--- config.mk ---
export PLATFORM = sky130hd
export DESIGN_NAME = chain_dac_front
export DESIGN_NICKNAME = d
export VERILOG_FILES = /design/src/rtl/chain_dac_pkg.sv /design/src/rtl/chain_dac_sync.sv /design/src/rtl/chain_dac_ctrl.sv /design/src/rtl/chain_dac_datapath.sv /design/src/rtl/chain_dac_front.sv
export SDC_FILE = /design/constraint.sdc
export NUM_CORES = 1
export LEC_CHECK = 0
export BUFFER_PORTS_ARGS = -buffer_cell sky130_fd_sc_hd__buf_2
export CAP_MARGIN = 20
export CORE_MARGIN = 1
export CORE_UTILIZATION = 30
export DETAILED_ROUTE_END_ITERATION = 7
export PLACE_DENSITY = 0.59
export SYNTH_ARGS = -nofsm -noshare
export SYNTH_HDL_FRONTEND = slang
export SYNTH_SLANG_ARGS = --single-unit
--- constraint.sdc ---
create_clock -name clk -period 4.4 [get_ports clk]
set_input_delay 0.22 -clock clk [delete_from_list [all_inputs] [get_ports clk]]
set_output_delay 0.22 -clock clk [all_outputs]
set_load 0.03 [all_outputs]
--- src/rtl/chain_dac_pkg.sv ---
package chain_dac_pkg;
  localparam int WORD_W = 12;
  localparam int NUM_RISE = 3;

  typedef struct packed {
    logic shiftEn;
    logic loadEn;
  } ctrl_t;
endpackage

--- src/rtl/chain_dac_sync.sv ---
module chain_dac_sync #(
  parameter int N = 1,
  parameter int STAGES = 2,
  parameter logic [N-1:0] RST_VAL = '0
) (
  input  logic         clk,
  input  logic         rstN,
  input  logic [N-1:0] asyncIn,
  output logic [N-1:0] syncOut
);
  logic [N-1:0] stage [STAGES];

  for (genvar s = 0; s < STAGES; s++) begin : g_stage
    always_ff @(posedge clk or negedge rstN) begin
      if (!rstN) stage[s] <= RST_VAL;
      else if (s == 0) stage[s] <= asyncIn;
      else stage[s] <= stage[(s > 0) ? s - 1 : 0];
    end
  end

  assign syncOut = stage[STAGES-1];
endmodule

--- src/rtl/chain_dac_ctrl.sv ---
module chain_dac_ctrl
  import chain_dac_pkg::*;
#(
  parameter int RISE_N = NUM_RISE
) (
  input  logic              clk,
  input  logic              rstN,
  input  logic [RISE_N-1:0] riseSync,
  input  logic              fallSync,
  input  logic              loadASync,
  input  logic              loadBSync,
  output ctrl_t             ctrl
);
  logic combNow;
  logic combPrev;

  // the shift clock is active while any strobe is at its active level
  assign combNow = (|riseSync) | ~fallSync;

  always_ff @(posedge clk or negedge rstN) begin
    if (!rstN) combPrev <= 1'b0;
    else combPrev <= combNow;
  end

  always_comb begin
    ctrl.shiftEn = combNow & ~combPrev;
    ctrl.loadEn = ~loadASync & ~loadBSync;
  end


  single_shift_chk: assert property (@(posedge clk) disable iff (!rstN)
    ctrl.shiftEn |=> !ctrl.shiftEn);


  hold_off_chk: assert property (@(posedge clk) disable iff (!rstN)
    $past(combNow) |-> !ctrl.shiftEn);
endmodule

--- src/rtl/chain_dac_datapath.sv ---
module chain_dac_datapath
  import chain_dac_pkg::*;
#(
  parameter int W = WORD_W
) (
  input  logic         clk,
  input  logic         rstN,
  input  logic         clearN,
  input  ctrl_t        ctrl,
  input  logic         serBit,
  output logic         serOut,
  output logic [W-1:0] dacWord
);
  logic [W-1:0] shiftReg;
  logic         wordRstN;

  assign wordRstN = rstN & clearN;

  always_ff @(posedge clk or negedge rstN) begin
    if (!rstN) shiftReg <= '0;
    else if (ctrl.shiftEn) shiftReg <= {shiftReg[W-2:0], serBit};
  end

  always_ff @(posedge clk or negedge wordRstN) begin
    if (!wordRstN) dacWord <= '0;
    else if (ctrl.loadEn) dacWord <= shiftReg;
  end

  assign serOut = shiftReg[W-1];


  ser_hold_chk: assert property (@(posedge clk) disable iff (!rstN)
    !ctrl.shiftEn |=> $stable(serOut));


  ser_move_chk: assert property (@(posedge clk) disable iff (!rstN)
    ctrl.shiftEn |=> serOut == $past(shiftReg[W-2]));


  clear_zero_chk: assert property (@(posedge clk) disable iff (!rstN)
    !clearN |-> dacWord == '0);


  word_hold_chk: assert property (@(posedge clk) disable iff (!rstN)
    (!ctrl.loadEn && clearN) |=> (!clearN || $stable(dacWord)));


  word_load_chk: assert property (@(posedge clk) disable iff (!rstN)
    (ctrl.loadEn && clearN) |=> (!clearN || dacWord == $past(shiftReg)));
endmodule

--- src/rtl/chain_dac_front.sv ---
module chain_dac_front
  import chain_dac_pkg::*;
#(
  parameter int W = WORD_W,
  parameter int RISE_N = NUM_RISE,
  parameter int SYNC_STAGES = 2
) (
  input  logic              clk,
  input  logic              rstN,
  input  logic [RISE_N-1:0] strobeRise,
  input  logic              strobeFall,
  input  logic              serIn,
  input  logic              loadAN,
  input  logic              loadBN,
  input  logic              clearN,
  output logic              serOut,
  output logic [W-1:0]      dacWord
);
  localparam int SYNC_N = RISE_N + 4;
  localparam logic [SYNC_N-1:0] SYNC_RST = {3'b111, 1'b0, {RISE_N{1'b0}}};

  logic [SYNC_N-1:0] rawIn;
  logic [SYNC_N-1:0] syncIn;
  ctrl_t             ctrl;

  assign rawIn = {loadBN, loadAN, strobeFall, serIn, strobeRise};

  chain_dac_sync #(.N(SYNC_N), .STAGES(SYNC_STAGES), .RST_VAL(SYNC_RST)) u_sync (
    .clk(clk), .rstN(rstN), .asyncIn(rawIn), .syncOut(syncIn)
  );

  chain_dac_ctrl #(.RISE_N(RISE_N)) u_ctrl (
    .clk(clk), .rstN(rstN),
    .riseSync(syncIn[RISE_N-1:0]),
    .fallSync(syncIn[RISE_N+1]),
    .loadASync(syncIn[RISE_N+2]),
    .loadBSync(syncIn[RISE_N+3]),
    .ctrl(ctrl)
  );

  chain_dac_datapath #(.W(W)) u_dp (
    .clk(clk), .rstN(rstN), .clearN(clearN), .ctrl(ctrl),
    .serBit(syncIn[RISE_N]), .serOut(serOut), .dacWord(dacWord)
  );
endmodule

==> flow_metrics.env <==
export IMPL_p_leak_nw=0.794
export IMPL_root_buffer="clkbuf_8"
export IMPL_final_layout_size_suffix_gt1_share_pct=61.2
export IMPL_dp_slack_ns=2.73
export IMPL_drt_iter0_drc=10
export IMPL_multiInputGateArea_um2=345
export IMPL_syn_inst=69
export IMPL_post_route_period_util_pct=37.3
export IMPL_grt_max_degree=29
export IMPL_grt_pass1_vias=704
export IMPL_rsz0062_at_grt="no"
export IMPL_grt_usage_pct=10.0
export IMPL_nFillCells=409
export IMPL_synth_xor_area_share_pct=0
export IMPL_die_y_um=69.1
export IMPL_grt_pass1_wl_um=3550
export IMPL_synth_seq_area_share_pct=72.7
export IMPL_overflow=0
export IMPL_hpwl_um=1410
export IMPL_crit_type="reg -> reg"
export IMPL_antenna_found_initial=0
export IMPL_fin_skew_ns=0.00473
export IMPL_yosys_mux_area_fraction_pct=22.8
export IMPL_power_mw=0.752
export IMPL_worstPathRequired_ns=4.57
export IMPL_dieWidth_um=69.1
export IMPL_fin_cells=150
export IMPL_worstSkewPairLatency_ns=0.29
export IMPL_dp_cells=141
export IMPL_setup_violations=0
export IMPL_tns_ns=0
export IMPL_peakVddDrop_uv=289
export IMPL_port_buffers=22
export IMPL_pin_count=23
export IMPL_worstHoldPathType="in -> async"
export IMPL_yosys_warnings=0
export IMPL_vias=636
export IMPL_synth_cell_type_count=10
export IMPL_clockBufferDepth=2
export IMPL_synthToLayoutAreaGrowth_pct=17.9
export IMPL_layout_nets=107
export IMPL_slew_headroom_pct=33.3
export IMPL_slew_viol_final=0
export IMPL_synth_compound_area_share_pct=0
export IMPL_crit_path_start_kind="flip-flop"
export IMPL_finalHoldViolCount=0
export IMPL_drv_cap=0
export IMPL_synth_seq_cells=39
export IMPL_synthSimpleGateAreaFrac_pct=2.78
export IMPL_dr_pass1_iters=3
export IMPL_tightest_slew_ns=0.997
export IMPL_status="complete, no violations"
export IMPL_end_kind="flip-flop"
export IMPL_register_area_um2=983
export IMPL_drc=0
export IMPL_detail_route_antenna_nets=0
export IMPL_wirelength_um=2080
export IMPL_syn_area_per_cell_um2=19.6
export IMPL_ctsHtreeMaxLevel=2
export IMPL_cp_max_fo=12
export IMPL_die_area_um2=4780
export IMPL_fin_ws_ns=2.76
export IMPL_antennaDiodeCount=0
export IMPL_synth_top_family_by_area="multiplexers"
export IMPL_period_minus_slack_ns=1.64
export IMPL_gp_congestion=0.618
export IMPL_initial_utilization_pct=31.1
export IMPL_rows=24
export IMPL_max_freq_mhz=610
export IMPL_power_density_nw_per_um2=472
export IMPL_coreArea_um2=4350
export IMPL_cts_tree="done"
export IMPL_synthAdderAreaFrac_pct=0
export IMPL_clk_pin_slew_ns=0.07
export IMPL_clock_sinks=39
export IMPL_cts_buffers=5
export IMPL_syn_num_nets=79
export IMPL_syn_area_um2=1350
export IMPL_cp_arrival_ns=1.81
export IMPL_via_per_inst=4.24
export IMPL_routedWlPerCell_um=13.8
-- timing repair --
action / CTS / global route
hold endpoints to repair: 21 / 0
setup buffers: 0 / 0
resized for setup: 0 / 0
hold buffers: 1 / 0
-- power breakdown --
group	total, mW	switching [mW]	internal [mW]
combinational	0.107	0.0586	0.0486
clock	0.223	0.112	0.111
sequential	0.422	0.0228	0.399
-- cell usage in the layout, fill, tap and decap left out --
master and count:
dfstp_2 6, dfrtp_1 33, dlygate4sd3_1 1, buf_2 22
and2_1 1, clkbuf_1 2, mux2_4 10, nor2b_4 1
mux2_2 14, or4b_4 1, clkbuf_8 5, nor2_1 1
clkinv_2 1
-- worst max-delay path, cell delays in order (launching register included) --
cell and delay [ns]:
dfstp_2 0.36, nor2_1 0.75, mux2_2 0.42
-- through the flow --
| step | cell area (um2) | util [%] | hold slack, ns |
|---|---|---|---|
| after CTS | 1600 | 36.6 | 0.0135 |
| after detailed placement | 1500 | 34.5 | 0.262 |
| final | 1600 | 36.6 | 0.00453 |
| after global routing | 1600 | 36.6 | 0.0139 |
| after global placement | 1500 | 34.5 | 0.247 |
| after floorplan | 1350 | - | -0.0756 |
-- cell type report --
cell class                 count  share of cell area (%)
timing repair buffer          23                    7.53
clock inverter                 1                   0.314
tap                           52                    4.08
multi-input combinational     28                    21.6
clock buffer                   7                    4.78
sequential                    39                    61.6
-- kinds of logic (layout without fill, tap and decap cells) --
group         after synthesis  in the layout
flops                      39             39
mux                        24             24
simple gates                4              4
buf+inv                     2             31
-- Yosys cell counts --
cell | count | share of area [%]
and2_1 | 1 | 0.46
buf_12 | 1 | 1.5
clkbuf_1 | 1 | 0.28
dfrtp_1 | 33 | 61
dfstp_2 | 6 | 12
mux2_2 | 14 | 12
mux2_4 | 10 | 11
nor2_1 | 1 | 0.28
nor2b_4 | 1 | 1.0
or4b_4 | 1 | 1.0
-- per-layer routing --
metal / GRT usage, % / wire, um
met3: 2.92 / 103
met5: 0 / 0
met1: 11.7 / 908
met4: 8.16 / 50
met2: 15.2 / 1010
-- worst paths after layout --
kind / cells past startpoint / slack, ns / endpoint / startpoint
worst max-delay path: 2 / 2.76 / u_dp.dacWord[1] / u_sync.syncOut[5]
worst min-delay path: 2 / 0.005 / u_dp.dacWord[0] / clearN
worst max register to register: 2 / 2.76 / u_dp.dacWord[1] / u_sync.syncOut[5]
worst min register to register: 0 / 0.36 / u_sync.syncOut[0] / u_sync.stage[7]
max in group asynchronous: 3 / 2.96 / u_dp.dacWord[8] / rstN
min in group clk: 1 / 0.03 / u_sync.stage[12] / loadAN
-- state kept, by name, summed over array words and instances (netlist names) --
name and flops:
u_dp.dacWord 12, u_dp.shiftReg 12, u_sync.stage 7, u_sync.syncOut 7, u_ctrl.combPrev 1
Power figures use the tool's default switching activity.
